$ cat src/rtl/card_rx_pkg.sv
package card_rx_pkg;
   typedef enum logic [1:0] {
      RX_OK        = 2'd0,
      RX_CRC_BAD   = 2'd1,
      RX_TOKEN_BAD = 2'd2
   } rx_status_e;

   typedef enum logic [2:0] {
      ST_IDLE,
      ST_HUNT,
      ST_DATA,
      ST_CRC_HI,
      ST_CRC_LO
   } rx_state_e;

   localparam logic [7:0] FILL_BYTE   = 8'hFF;
   localparam logic [7:0] START_TOKEN = 8'hFE;
endpackage

$ cat src/rtl/card_rx_crc16.sv
module card_rx_crc16 #(
   parameter logic [15:0] POLY = 16'h1021
) (
   input  logic        clk,
   input  logic        rst_n,
   input  logic        clear,
   input  logic        step,
   input  logic [7:0]  din,
   output logic [15:0] crc
);
   logic [15:0]      crc_q;
   logic [8:0][15:0] chain;

   assign chain[0] = crc_q;

   // one shift stage per input bit, most significant bit first
   for (genvar b = 0; b < 8; b++) begin : g_bit
      logic fb;
      assign fb           = chain[b][15] ^ din[7-b];
      assign chain[b+1]   = {chain[b][14:0], 1'b0} ^ (fb ? POLY : 16'h0000);
   end

   always_ff @(posedge clk) begin
      if (!rst_n)     crc_q <= '0;
      else if (clear) crc_q <= '0;
      else if (step)  crc_q <= chain[8];
   end

   assign crc = crc_q;
endmodule

$ cat src/rtl/card_rx_down.sv
module card_rx_down #(
   parameter int W = 8
) (
   input  logic         clk,
   input  logic         rst_n,
   input  logic         load,
   input  logic [W-1:0] load_val,
   input  logic         dec,
   output logic         last
);
   logic [W-1:0] value_q;

   always_ff @(posedge clk) begin
      if (!rst_n)    value_q <= '0;
      else if (load) value_q <= load_val;
      else if (dec)  value_q <= value_q - 1'b1;
   end

   assign last = (value_q == W'(1));

   // a counted item never arrives once the count is exhausted
   cnt_underflow_chk: assert property (@(posedge clk) disable iff (!rst_n)
      (dec && !load) |-> (value_q != '0));
endmodule

$ cat src/rtl/card_rx_poll.sv
module card_rx_poll #(
   parameter int LIMIT = 3000000,
   localparam int PW   = $clog2(LIMIT)
) (
   input  logic clk,
   input  logic rst_n,
   input  logic clear,
   input  logic tick,
   output logic at_limit
);
   logic [PW-1:0] cnt_q;

   assign at_limit = (cnt_q == PW'(LIMIT - 1));

   always_ff @(posedge clk) begin
      if (!rst_n)                cnt_q <= '0;
      else if (clear)            cnt_q <= '0;
      else if (tick && !at_limit) cnt_q <= cnt_q + 1'b1;
   end


   poll_range_chk: assert property (@(posedge clk) disable iff (!rst_n)
      cnt_q <= PW'(LIMIT - 1));
endmodule

$ cat src/rtl/card_block_reader.sv
module card_block_reader
   import card_rx_pkg::*;
#(
   parameter int CNT_W      = 16,
   parameter int SIZE_W     = 12,
   parameter int POLL_LIMIT = 3000000
) (
   input  logic              clk,
   input  logic              rst_n,
   input  logic              start,
   input  logic [CNT_W-1:0]  blk_count,
   input  logic [SIZE_W-1:0] blk_size,
   input  logic              crc_en,
   output logic              spi_req,
   output logic [7:0]        spi_tx,
   input  logic              spi_done,
   input  logic [7:0]        spi_rx,
   output logic [7:0]        data_out,
   output logic              data_valid,
   output logic              done,
   output logic [1:0]        status,
   output logic              busy
);
   if (POLL_LIMIT < 2) begin : g_bad_poll
      $error("POLL_LIMIT must be at least 2");
   end
   if (CNT_W < 1 || SIZE_W < 1) begin : g_bad_width
      $error("CNT_W and SIZE_W must be positive");
   end

   rx_state_e         state_q;
   rx_status_e        status_q;
   logic [SIZE_W-1:0] size_q;
   logic              crc_en_q;
   logic [7:0]        crc_hi_q;
   logic [15:0]       crc_val;
   logic              poll_at_limit, bytes_last, blocks_last;
   logic              got_token, got_fill, take_data, crc_step_ok, crc_good;

   assign got_fill    = (state_q == ST_HUNT) && spi_done && (spi_rx == FILL_BYTE);
   assign got_token   = (state_q == ST_HUNT) && spi_done && (spi_rx == START_TOKEN);
   assign take_data   = (state_q == ST_DATA) && spi_done;
   assign crc_good    = !crc_en_q || ({crc_hi_q, spi_rx} == crc_val);
   assign crc_step_ok = (state_q == ST_CRC_LO) && spi_done && crc_good;

   card_rx_poll #(.LIMIT(POLL_LIMIT)) u_poll (
      .clk      (clk),
      .rst_n    (rst_n),
      .clear    (state_q != ST_HUNT),
      .tick     (got_fill),
      .at_limit (poll_at_limit)
   );

   card_rx_down #(.W(SIZE_W)) u_bytes (
      .clk      (clk),
      .rst_n    (rst_n),
      .load     (got_token),
      .load_val (size_q),
      .dec      (take_data),
      .last     (bytes_last)
   );

   card_rx_down #(.W(CNT_W)) u_blocks (
      .clk      (clk),
      .rst_n    (rst_n),
      .load     ((state_q == ST_IDLE) && start),
      .load_val (blk_count),
      .dec      (crc_step_ok),
      .last     (blocks_last)
   );

   card_rx_crc16 #(.POLY(16'h1021)) u_crc (
      .clk   (clk),
      .rst_n (rst_n),
      .clear (got_token),
      .step  (take_data),
      .din   (spi_rx),
      .crc   (crc_val)
   );

   always_ff @(posedge clk) begin
      if (!rst_n) begin
         state_q    <= ST_IDLE;
         status_q   <= RX_OK;
         size_q     <= '0;
         crc_en_q   <= 1'b0;
         crc_hi_q   <= '0;
         data_out   <= '0;
         data_valid <= 1'b0;
         done       <= 1'b0;
      end else begin
         done       <= 1'b0;
         data_valid <= 1'b0;
         unique case (state_q)
            ST_IDLE: if (start) begin
               crc_en_q <= crc_en;
               size_q   <= blk_size;
               if (blk_count == '0) begin
                  done     <= 1'b1;
                  status_q <= RX_OK;
               end else begin
                  state_q  <= ST_HUNT;
               end
            end
            ST_HUNT: if (spi_done) begin
               if (spi_rx == START_TOKEN) begin
                  state_q <= ST_DATA;
               end else if (spi_rx != FILL_BYTE || poll_at_limit) begin
                  state_q  <= ST_IDLE;
                  status_q <= RX_TOKEN_BAD;
                  done     <= 1'b1;
               end
            end
            ST_DATA: if (spi_done) begin
               data_out   <= spi_rx;
               data_valid <= 1'b1;
               if (bytes_last) state_q <= ST_CRC_HI;
            end
            ST_CRC_HI: if (spi_done) begin
               crc_hi_q <= spi_rx;
               state_q  <= ST_CRC_LO;
            end
            ST_CRC_LO: if (spi_done) begin
               if (!crc_good) begin
                  state_q  <= ST_IDLE;
                  status_q <= RX_CRC_BAD;
                  done     <= 1'b1;
               end else if (blocks_last) begin
                  state_q  <= ST_IDLE;
                  status_q <= RX_OK;
                  done     <= 1'b1;
               end else begin
                  state_q  <= ST_HUNT;
               end
            end
            default: state_q <= ST_IDLE;
         endcase
      end
   end

   assign spi_req = (state_q != ST_IDLE);
   assign busy    = (state_q != ST_IDLE);
   assign spi_tx  = FILL_BYTE;
   assign status  = status_q;


   payload_strobe_chk: assert property (@(posedge clk) disable iff (!rst_n)
      data_valid |-> $past(state_q == ST_DATA && spi_done));


   done_idle_chk: assert property (@(posedge clk) disable iff (!rst_n)
      done |-> (state_q == ST_IDLE && !spi_req));


   crc_gate_chk: assert property (@(posedge clk) disable iff (!rst_n)
      (done && status == RX_CRC_BAD) |-> crc_en_q);


   strobe_in_run_chk: assert property (@(posedge clk) disable iff (!rst_n)
      data_valid |-> (state_q == ST_DATA || state_q == ST_CRC_HI));
endmodule

$ cat config.mk
export PLATFORM = sky130hd
export DESIGN_NAME = card_block_reader
export DESIGN_NICKNAME = d
export VERILOG_FILES = /design/src/rtl/card_rx_pkg.sv /design/src/rtl/card_rx_crc16.sv /design/src/rtl/card_rx_down.sv /design/src/rtl/card_rx_poll.sv /design/src/rtl/card_block_reader.sv
export SDC_FILE = /design/constraint.sdc
export NUM_CORES = 1
export LEC_CHECK = 0
export ABC_AREA = 1
export BUFFER_PORTS_ARGS = -buffer_cell sky130_fd_sc_hd__buf_2
export CORE_MARGIN = 2
export CORE_UTILIZATION = 40
export DETAILED_ROUTE_END_ITERATION = 8
export GPL_TIMING_DRIVEN = 0
export SLEW_MARGIN = 0
export SYNTH_ARGS = -nofsm -noshare
export SYNTH_HDL_FRONTEND = slang
export SYNTH_SLANG_ARGS = --single-unit
$ cat constraint.sdc
create_clock -name clk -period 3.22 [get_ports clk]
set_input_delay 0.322 -clock clk [delete_from_list [all_inputs] [get_ports clk]]
set_output_delay 0.322 -clock clk [all_outputs]
set_load 0.01 [all_outputs]
==> results of run 1 <==
[stage by stage]
step | cells | hold WS [ns] | utilization (%)
after floorplan | 922 | 0.424 | -
after global placement | 1160 | 0.444 | 44.6
after detailed placement | 1160 | 0.446 | 44.6
after CTS | 1175 | 0.196 | 46.7
after global routing | 1175 | 0.208 | 46.7
final | 1175 | 0.206 | 46.7
[flip-flops by register name, indices dropped and copies added, names as in the netlist]
register	flops
u_blocks.value_q	16
crc_hi_q	8
data_out	8
state_q	3
status	2
size_q	12
u_crc.crc	16
u_poll.cnt_q	22
u_bytes.value_q	12
crc_en_q	1
data_valid	1
done	1
[metal layers]
| metal | share of wire (%) | wire length, µm | vias to the layer above | GRT usage, % |
|---|---|---|---|---|
| met2 | 45 | 7020 | 134 | 32.7 |
| met3 | 4.1 | 646 | 16 | 3.91 |
| met4 | 1.4 | 216 | 0 | 6.33 |
| li1 | - | - | 3035 | - |
| met5 | 0 | 0 | - | 0 |
| met1 | 50 | 7730 | 2568 | 28.4 |
[kinds of logic after synthesis]
family	Yosys count	synth area share, %
flops	102	34.2
buf+inv	155	11.2
compound gates	177	15.9
simple gates	432	31.3
fa+ha+maj	5	1.05
xor+xnor	43	6.30
other cells	1	0.0627
[power groups by stage]
stage,combinational [mW],clock (mW),sequential [mW]
after detailed placement,0.505,0,1.37
final,0.506,1.19,1.34
after CTS,0.508,1.21,1.34
after floorplan,0.376,0,1.36
after global placement,0.501,0,1.37
after global routing,0.576,1.27,1.34
[path summary, 6_finish.rpt]
| kind | start | to | slack (ns) | cells after the start |
|---|---|---|---|---|
| hold reg to reg | size_q[10]$_SDFFE_PN0P_ | size_q[10]$_SDFFE_PN0P_ | 0.46 | 2 |
| setup / recovery | u_poll.cnt_q[0]$_SDFFE_PP0P_ | u_poll.cnt_q[18]$_SDFFE_PP0P_ | 1.23 | 8 |
| setup reg to reg | u_poll.cnt_q[0]$_SDFFE_PP0P_ | u_poll.cnt_q[18]$_SDFFE_PP0P_ | 1.23 | 8 |
| hold / removal | blk_size[9] | size_q[9]$_SDFFE_PN0P_ | 0.21 | 3 |
[worst reg2reg max path: cells and delay by family, from the launching register on]
kind                     cells  cell delay, ns
AND/OR/NAND/NOR              5            0.88
AO/OA/AOI/OAI                1            0.14
flip-flops                   1            0.37
adder cells (fa/ha/maj)      1            0.27
buffers and inverters        1            0.27
[final cells by class]
cell class	instances	area [µm²]	area share [%]
well taps	184	230	3.38
clock buffers	10	229	3.36
plain buffers	39	236	3.47
clock inverters	5	82.6	1.21
multi-input cells	665	3290	48.3
flip-flops and latches	102	2040	30.0
inverters	116	435	6.39
repair buffers	54	270	3.97
[cell usage in the layout (no fill, tap or decap), types with 3 or more instances in the layout]
cell type  instances
nand2_1          239
dfxtp_1          102
inv_1             99
a21oi_1           94
nor2_1            90
buf_2             68
o21ai_0           53
nand3_1           41
xor2_1            23
xnor2_1           20
inv_2             17
nor3_1            12
nand2_2           12
nand4_1           11
buf_4             11
clkbuf_1          10
a21oi_2            9
clkbuf_16          9
o21ai_1            8
nor2_2             8
conb_1             8
ha_1               5
and2_1             3
a22oi_1            3
o211ai_1           3
nand3_2            3
nor3_2             3
nand3b_1           3
==> results.md, run 1 <==
- Status: finished clean
- Final Power: 3.03 mW
- DP HPWL: 11.7 mm
- Setup CP Type: reg2reg
- Final Wtd Congestion: 0.856
- Clk root buf: clkbuf_16
- Switching Fraction: 28.1%
- First-pass detailed-route iteration total: 8
- Hold buffer count at cts: 0
- Post-CTS setup buffers: 0
- Int Pwr: 2.18 mW
- Detail Route Antenna Nets: 0
- RSZ-0062 raised after global routing: no
- Most frequent cells after synthesis: nand2_1, dfxtp_1, inv_1, a21oi_1, nor2_1
- Share of the synthesized area in the top cell type: 34.2%
- Max Clock Skew: 0.0115 ns
- Dpl ws: 1.21 ns
- Global route overflow: 0
- DRC Markers: 0
- Area growth from synthesis to final layout: 14.0%
- Comb pwr share: 16.7%
- Final instance area: 6820 µm²
- # diodes: 0
- Total clock sinks: 102
- Critical-path cell list: ha_1, nand3_2, nor4_1, nand4_1, nand2_1, buf_2, nand2_1, a21oi_1
- Cell Rows: 44
- Crit end category: register
- Die ar.: 15900 µm²
- Initial core utilization: 41.0%
- Layout cells sized above 1: 15.3%
- CP startpoint kind: register
- Max incr delay on CP: 0.37 ns
- Core area: 14600 µm²
- Seq pwr share: 44.1%
- Cell variety after synth: 40
- Die X: 126 µm
- H-tree Lvls: 3
- Worst-path maximum fanout: 10
- Slew margin rel.: 51.5%
- Slew @ Worst Pin: 0.727 ns
- Initial drt markers: 347
- Avg Inst Size Synth: 6.53 µm²
- Via Count: 5753
- Clk slew on worst S/H paths: 0.07 ns
- GR Util All Layers: 20.6%
- Post-synth EDFFs: 0
- Leakage: 2.89 nW
- DR vias/cell: 4.90
- Final worst-path cycle share: 61.8%
- Fin. Hold Viols: 0
- Vias in the first global route: 5370
- First-pass GRT wire length: 26.5 mm
- Synth Instances: 915
- Fin nets: 1033
- Asr flop ratio synth: 0%
- IO Pins: 63
- Routed WL per cell: 13.3 µm
- Fin. max-slew vios: 0
- CTS resizes: 0
- Buf+Inv Stages, Crit Path: 1
- Final WL: 15.6 mm
- Die Span Y: 126 µm
- CP top delay family: simple AND/OR/NAND/NOR gates
- Sequential share of the synthesized area: 34.2%
- Flops & latches, synth: 102
- Syn Std Cell Area: 5980 µm²
- Initial antenna violation count: 0
- Fmax: 502 MHz
- Final setup viols: 0
- Synth top area cells: dfxtp_1, nand2_1, a21oi_1
- P_sw: 0.850 mW
- Largest net degree at the start of global routing: 17
- Port Buf Inserts: 54
- Yosys warnings: 0
- CP Data Required Time: 3.50 ns
- Clk pwr share: 39.2%
- CP max-delay cell: dfxtp_1
- Final setup margin: 1.23 ns
- Main synth FF type: dfxtp_1
- Placed cell areas: 6500 µm²
- Leading area contributor after synthesis: dfxtp_1
- Worst vdd ir: 0.319 mV
- Worst skew pair latency: 0.36 ns
- Longest Clk Path Bufs: 2
- Total CTS buffers: 9
- Post-layout min period: 1.99 ns
- Tightest Hold Check Type: in2reg
- Fillers: 1537
- Max_cap viols: 0
- CTS tree: yes
- Setup_tns: 0 ns
- Pwr Density: 444 nW/µm²
- Most frequent cell after synthesis: nand2_1
- Most numerous cell on the critical path: nand2_1
- WP data arrival: 2.27 ns
Power figures use the tool's default switching activity.
==> run 2: changes to the inputs <==
==> constraint.sdc (replaced) <==
create_clock -name clk -period 1.8 [get_ports clk]
set_input_delay 0.18 -clock clk [delete_from_list [all_inputs] [get_ports clk]]
set_output_delay 0.18 -clock clk [all_outputs]
set_load 0.01 [all_outputs]
==> results.md, run 2 (synthesis gave the netlist of run 1 again) <==
- Status: finished clean
- Fin. Hold Viols: 0 (unchanged)
- First-pass GRT wire length: 26.6 mm (+0.29%)
- CTS tree: yes
- Hold buffer count at cts: 0 (unchanged)
- Initial antenna violation count: 0 (unchanged)
- Met1 Use GR: 28.4% (+0.052 points)
- Total clock sinks: 102 (unchanged)
- DRC Markers: 0 (unchanged)
- Area growth from synthesis to final layout: 16.4%
- Final worst-path cycle share: 93.7% (+32 points)
- Worst-path maximum fanout: 10 (unchanged)
- Worst vdd ir: 0.573 mV (+79%)
- Largest net degree at the start of global routing: 17 (unchanged)
- RSZ-0062 raised after global routing: yes
- Detail Route Antenna Nets: 0 (unchanged)
- Total CTS buffers: 9 (unchanged)
- Hold_ws: 0.0673 ns (-0.139 ns)
- Max Clock Skew: 0.0122 ns (+0.000684 ns)
- GR Util All Layers: 20.6% (+0.054 points)
- DR vias/cell: 4.89 (about the same)
- CP Data Required Time: 2.10 ns (-1.40 ns)
- DP HPWL: 11.7 mm (unchanged)
- Crit end category: register
- Global route overflow: 0 (unchanged)
- Die X: 126 µm (unchanged)
- Final Wtd Congestion: 0.856 (unchanged)
- Core area: 14600 µm² (unchanged)
- Fin. max-slew vios: 0 (unchanged)
- Setup CP Type: reg2reg
- Longest Clk Path Bufs: 2 (unchanged)
- Fmax: 593 MHz (+18%)
- Final WL: 15.8 mm (+1.0%)
- Cell Rows: 44 (unchanged)
- Die Span Y: 126 µm (unchanged)
- Initial drt markers: 383 (+10%)
- Worst skew pair latency: 0.36 ns (about the same)
- Vias in the first global route: 5387 (+0.32%)
- H-tree Lvls: 3 (unchanged)
- Initial core utilization: 41.0% (unchanged)
- WP data arrival: 1.98 ns (-0.29 ns)
- Commonest non-fill, non-tap cells in the layout: nand2_1, inv_1, a21oi_1
- Met3 Resource Use GR: 3.87% (-0.042 points)
- First-pass detailed-route iteration total: 5 (-3)
- Max_cap viols: 0 (unchanged)
- IO Pins: 63 (unchanged)
- Clk root buf: clkbuf_16
- Via Count: 5764 (+0.19%)
- Leakage: 2.93 nW (+1.1%)
- Final Power: 5.44 mW (+80%)
- Layout cells sized above 1: 18.0% (+2.7 points)
- Final setup viols: 0 (unchanged)
- Fin nets: 1036 (+0.29%)
- # diodes: 0 (unchanged)
- Port Buf Inserts: 54 (unchanged)
- Largest register by flop count: u_poll.cnt_q
- Routed WL per cell: 13.4 µm (+0.78%)
- Max reg flops: 22 (unchanged)
- Most common cell after layout, fill and taps aside: nand2_1
- Slew @ Worst Pin: 0.727 ns (-0.000643 ns)
- Pwr Density: 782 nW/µm² (+76%)
- Die ar.: 15900 µm² (unchanged)
- Clk slew on worst S/H paths: 0.07 ns (about the same)
- Grt peak-use layer: met2
- Tightest Hold Check Type: in2reg
- Slew margin rel.: 51.6% (about the same)
- Met2 global-route usage: 32.8% (+0.095 points)
- CP startpoint kind: register
- Post-layout min period: 1.69 ns (-0.304 ns)
-- run 2: through the flow --
step           worst slack, ns  cell area, µm²  std cells  utilization, %  TNS, ns
6_report                 0.113            6960       1178            47.7        0
5_1_grt                -0.0341            6960       1178            47.7  -0.0402
4_1_cts                 0.0110            6850       1176            47.0        0
3_5_place_dp            -0.206            6500       1160            44.6    -3.12
3_3_place_gp            -0.189            6500       1160            44.6    -3.09
2_1_floorplan            0.202            6000        922               -        0
-- run 2: worst paths after layout --
path / from / end / slack (ns) / cells past startpoint
worst max register to register: state_q[2]$_SDFFE_PN0P_ / u_crc.crc[15]$_SDFFE_PP0P_ / 0.11 / 11
worst min-delay path: blk_size[9] / size_q[9]$_SDFFE_PN0P_ / 0.07 / 3
worst min register to register: size_q[5]$_SDFFE_PN0P_ / size_q[5]$_SDFFE_PN0P_ / 0.45 / 2
worst max-delay path: state_q[2]$_SDFFE_PN0P_ / u_crc.crc[15]$_SDFFE_PP0P_ / 0.11 / 11
-- run 2: what timing repair did --
action / CTS / global route
gates resized for setup: 7 / 37
endpoints found under the setup margin: 24 / 65
pin swaps: 1 / 2
cloned: 0 / 0
setup buffers: 1 / 2
-- run 2: power by group --
group | switching, mW | internal [mW]
registers | 0.0628 | 2.33
clock network | 0.907 | 1.22
logic | 0.565 | 0.356
-- run 2: metal layers --
metal	share of wire, %	vias to the layer above
met5	0	-
met4	1.2	0
met3	3.6	12
met2	45	110
met1	50	2595
li1	-	3047
-- run 2: cell type report --
| class | instances | area [µm²] |
|---|---|---|
| buffer | 39 | 258 |
| clock buffer | 10 | 229 |
| clock inverter | 5 | 82.6 |
| fill | 1527 | 7630 |
| inverter | 116 | 438 |
| multi-input combinational | 665 | 3370 |
| sequential | 102 | 2060 |
| tap | 184 | 230 |
| timing repair buffer | 57 | 293 |
-- run 2: worst max-delay path, stage by stage, from the launching register on --
cell	delay (ns)
dfxtp_1	0.42
inv_2	0.08
nand3_2	0.15
inv_4	0.07
nand2_2	0.12
nor2_4	0.06
nor2_4	0.15
inv_2	0.08
buf_2	0.20
a21oi_1	0.14
o21ai_0	0.10
inv_1	0.07
==> run 3: changes to the inputs <==
--- a/config.mk
+++ b/config.mk
@@ -5,7 +5,7 @@
 export SDC_FILE = /design/constraint.sdc
 export NUM_CORES = 1
 export LEC_CHECK = 0
-export ABC_AREA = 1
+export ABC_AREA = 0
 export BUFFER_PORTS_ARGS = -buffer_cell sky130_fd_sc_hd__buf_2
 export CORE_MARGIN = 2
 export CORE_UTILIZATION = 40
==> results.md, run 3 <==
- Status: finished with violations
- Failing checks: setup timing
- Initial core utilization: 41.1% (+0.14 points)
- Fin. max-slew vios: 0 (unchanged)
- Fin nets: 816 (-21%)
- Detail Route Antenna Nets: 0 (unchanged)
- Initial drt markers: 340 (-11%)
- Die ar.: 13900 µm² (-13%)
- Synth top area cells: dfxtp_1, nand2_1, a21oi_1
- CP Data Required Time: 2.07 ns (-0.03 ns)
- Post-synth EDFFs: 0 (unchanged)
- Asr flop ratio synth: 0% (unchanged)
- Endpoint of the worst hold path: size_q[2]$_SDFFE_PN0P_
- Setup CP Type: reg2reg
- WP data arrival: 2.30 ns (+0.32 ns)
- Fin. Hold Viols: 0 (unchanged)
- Die X: 118 µm (-6.6%)
- First-pass GRT wire length: 23.9 mm (-10%)
- Vias in the first global route: 4814 (-11%)
- Max_cap viols: 0 (unchanged)
- Most frequent cell after synthesis: nand2_1
- Total clock sinks: 102 (unchanged)
- Final worst-path cycle share: 113% (+19 points)
- Post-layout min period: 2.03 ns (+0.346 ns)
- Final Util: 56.2% (+8.5 points)
- Most numerous cell on the critical path: buf_6
- Global route overflow: 0 (unchanged)
- Max Clock Skew: 0.00901 ns (-0.00315 ns)
- Core area: 12600 µm² (-13%)
- Total CTS buffers: 9 (unchanged)
- Area growth from synthesis to final layout: 36.7%
- R2R Setup Slk: -0.23 ns (-0.35 ns)
- Leakage: 2.66 nW (-9.0%)
- Most frequent cells after synthesis: nand2_1, dfxtp_1, nor2_1, a21oi_1, xnor2_1
- Reg2reg start: u_crc.crc[4]$_SDFFE_PP0P_
- IO Pins: 63 (unchanged)
- Buf+Inv Stages, Crit Path: 2 (-3)
- Largest register by flop count: u_poll.cnt_q
- Flops & latches, synth: 102 (unchanged)
- Leading area contributor after synthesis: dfxtp_1
- Final setup margin: -0.233 ns (-0.346 ns)
- Hold wc startpoint: blk_size[2]
- Clk root buf: clkbuf_16
- Avg Inst Size Synth: 7.96 µm² (+22%)
- First-pass detailed-route iteration total: 5 (unchanged)
- Dpl ws: -0.570 ns (-0.364 ns)
- Cell variety after synth: 62 (+55%)
- Slew @ Worst Pin: 0.724 ns (-0.00260 ns)
- Die Span Y: 118 µm (-6.6%)
- Min-Delay Path Depth: 3 (unchanged)
- Clk slew on worst S/H paths: 0.07 ns (about the same)
- GR Util All Layers: 21.1% (+0.49 points)
- Largest net degree at the start of global routing: 16 (-1)
- Port Buf Inserts: 53 (-1.9%)
- Worst r2r path cells: 8 (-3)
- Fmax: 492 MHz (-17%)
- Final setup viols: 38 (+38)
- Pwr Density: 723 nW/µm² (-7.5%)
- Crit end category: register
- Final WL: 15.3 mm (-2.7%)
- Fillers: 1173 (-23%)
- Tightest Hold Check Type: in2reg
- Cell Rows: 41 (-6.8%)
- CP max-delay cell: o41a_1
- Via Count: 5130 (-11%)
- Main synth FF type: dfxtp_1
- Share of the synthesized area in the top cell type: 39.4% (+5.2 points)
- CP startpoint kind: register
- Max reg flops: 22 (unchanged)
- Slew margin rel.: 51.7% (+0.17 points)
- DRC Markers: 0 (unchanged)
- Layout cells sized above 1: 34.4% (+16 points)
- CP top delay family: compound AO/OA/AOI/OAI gates
- Yosys warnings: 0 (unchanged)
- Synth Instances: 652 (-29%)
- Initial antenna violation count: 0 (unchanged)
- Worst vdd ir: 0.429 mV (-25%)
- # diodes: 0 (unchanged)
- Max incr delay on CP: 0.51 ns (+0.09 ns)
- Hold_ws: 0.0610 ns (-0.00629 ns)
- Setup_tns: -3.79 ns (-3.79 ns)
- RSZ-0062 raised after global routing: yes
- Critical R2R Capture: u_blocks.value_q[0]$_SDFFE_PN0P_
- DR vias/cell: 5.42 (+11%)
- Worst-path maximum fanout: 3 (-7)
- Routed WL per cell: 16.2 µm (+21%)
- DP HPWL: 10.1 mm (-13%)
- Worst skew pair latency: 0.35 ns (about the same)
- Syn Std Cell Area: 5190 µm² (-13%)
- Commonest non-fill, non-tap cells in the layout: nand2_1, dfxtp_1, nor2_1
- H-tree Lvls: 3 (unchanged)
- Final Wtd Congestion: 0.905 (+5.6%)
- Hold buffer count at cts: 0 (unchanged)
- Longest Clk Path Bufs: 2 (unchanged)
- Sequential share of the synthesized area: 39.4% (+5.2 points)
- Critical-path cell list: xnor2_2, nand4_1, o41a_1, buf_6, buf_6, o21ai_4, nor2_1, a211oi_1
- CTS tree: yes
- Most common cell after layout, fill and taps aside: nand2_1
run 3: cell count changes after synthesis, sizes merged, moves of 27 or more:
cell / change
a21oi: -39
inv: -107
nand2: -149
nand3: -27
nor2: -33
o21ai: -39
run 3: worst max-delay path by stage:
stage / end / cells after the start / start
2_1_floorplan: u_blocks.value_q[5]$_SDFFE_PN0P_ / 6 / u_crc.crc[9]$_SDFFE_PP0P_
3_3_place_gp: u_blocks.value_q[13]$_SDFFE_PN0P_ / 7 / spi_rx[4]
3_5_place_dp: u_blocks.value_q[11]$_SDFFE_PN0P_ / 7 / spi_rx[4]
4_1_cts: u_blocks.value_q[5]$_SDFFE_PN0P_ / 7 / u_crc.crc[4]$_SDFFE_PP0P_
5_1_grt: u_blocks.value_q[9]$_SDFFE_PN0P_ / 7 / u_crc.crc[4]$_SDFFE_PP0P_
6_report: u_blocks.value_q[0]$_SDFFE_PN0P_ / 8 / u_crc.crc[4]$_SDFFE_PP0P_
run 3: cell families (layout without fill, tap and decap cells):
| family | after synthesis | after routing | share of synthesized area [%] |
|---|---|---|---|
| buffers and inverters | 51 | 166 | 4.58 |
| adder cells (fa/ha/maj) | 5 | 5 | 1.21 |
| AND/OR/NAND/NOR | 284 | 284 | 26.0 |
| multiplexers | 3 | 3 | 0.579 |
| AO/OA/AOI/OAI | 145 | 145 | 17.8 |
| flip-flops | 102 | 102 | 39.4 |
| XOR/XNOR | 61 | 61 | 10.4 |
| other | 1 | 8 | 0.0723 |
run 3: per-layer routing:
metal | global-route usage, % | routed length (µm)
met3 | 2.81 | 586
met1 | 27.8 | 7020
met4 | 7.30 | 328
met5 | 0 | 0
met2 | 35.5 | 7410
run 3: per-stage QoR:
| stage | instance area, µm² | power (mW) | instances |
|---|---|---|---|
| 3_3_place_gp | 5730 | 2.95 | 884 |
| 3_5_place_dp | 5730 | 2.96 | 884 |
| 5_1_grt | 7090 | 5.30 | 946 |
| 4_1_cts | 6640 | 5.07 | 928 |
| 2_1_floorplan | 5250 | 2.77 | 659 |
| 6_report | 7090 | 5.13 | 946 |
run 3: area by class of cell:
class	instances	area (µm²)	share of cell area (%)
inverters	9	33.8	0.476
plain buffers	39	262	3.69
multi-input cells	506	3480	49.0
clock buffers	12	267	3.76
flip-flops and latches	102	2100	29.6
repair buffers	103	693	9.77
well taps	172	215	3.03
clock inverters	3	42.5	0.600
run 3: repair_timing:
| action | CTS | global route |
|---|---|---|
| gates cloned | 1 | 0 |
| pin swaps | 40 | 46 |
| setup endpoints to repair | 100 | 74 |
| gates resized for setup | 107 | 86 |
| setup buffers | 30 | 19 |
run 3: tightest hold or removal path: cells and delay by family:
kind | cells | cell delay (ns)
simple gates | 1 | 0.04
compound gates | 1 | 0.05
buf+inv | 1 | 0.09
run 3: report_power, final:
part           leakage (nW)  internal, mW  switching [mW]
logic                  1.67         0.298           0.407
clock network         0.151          1.18           0.886
registers             0.845          2.30          0.0535
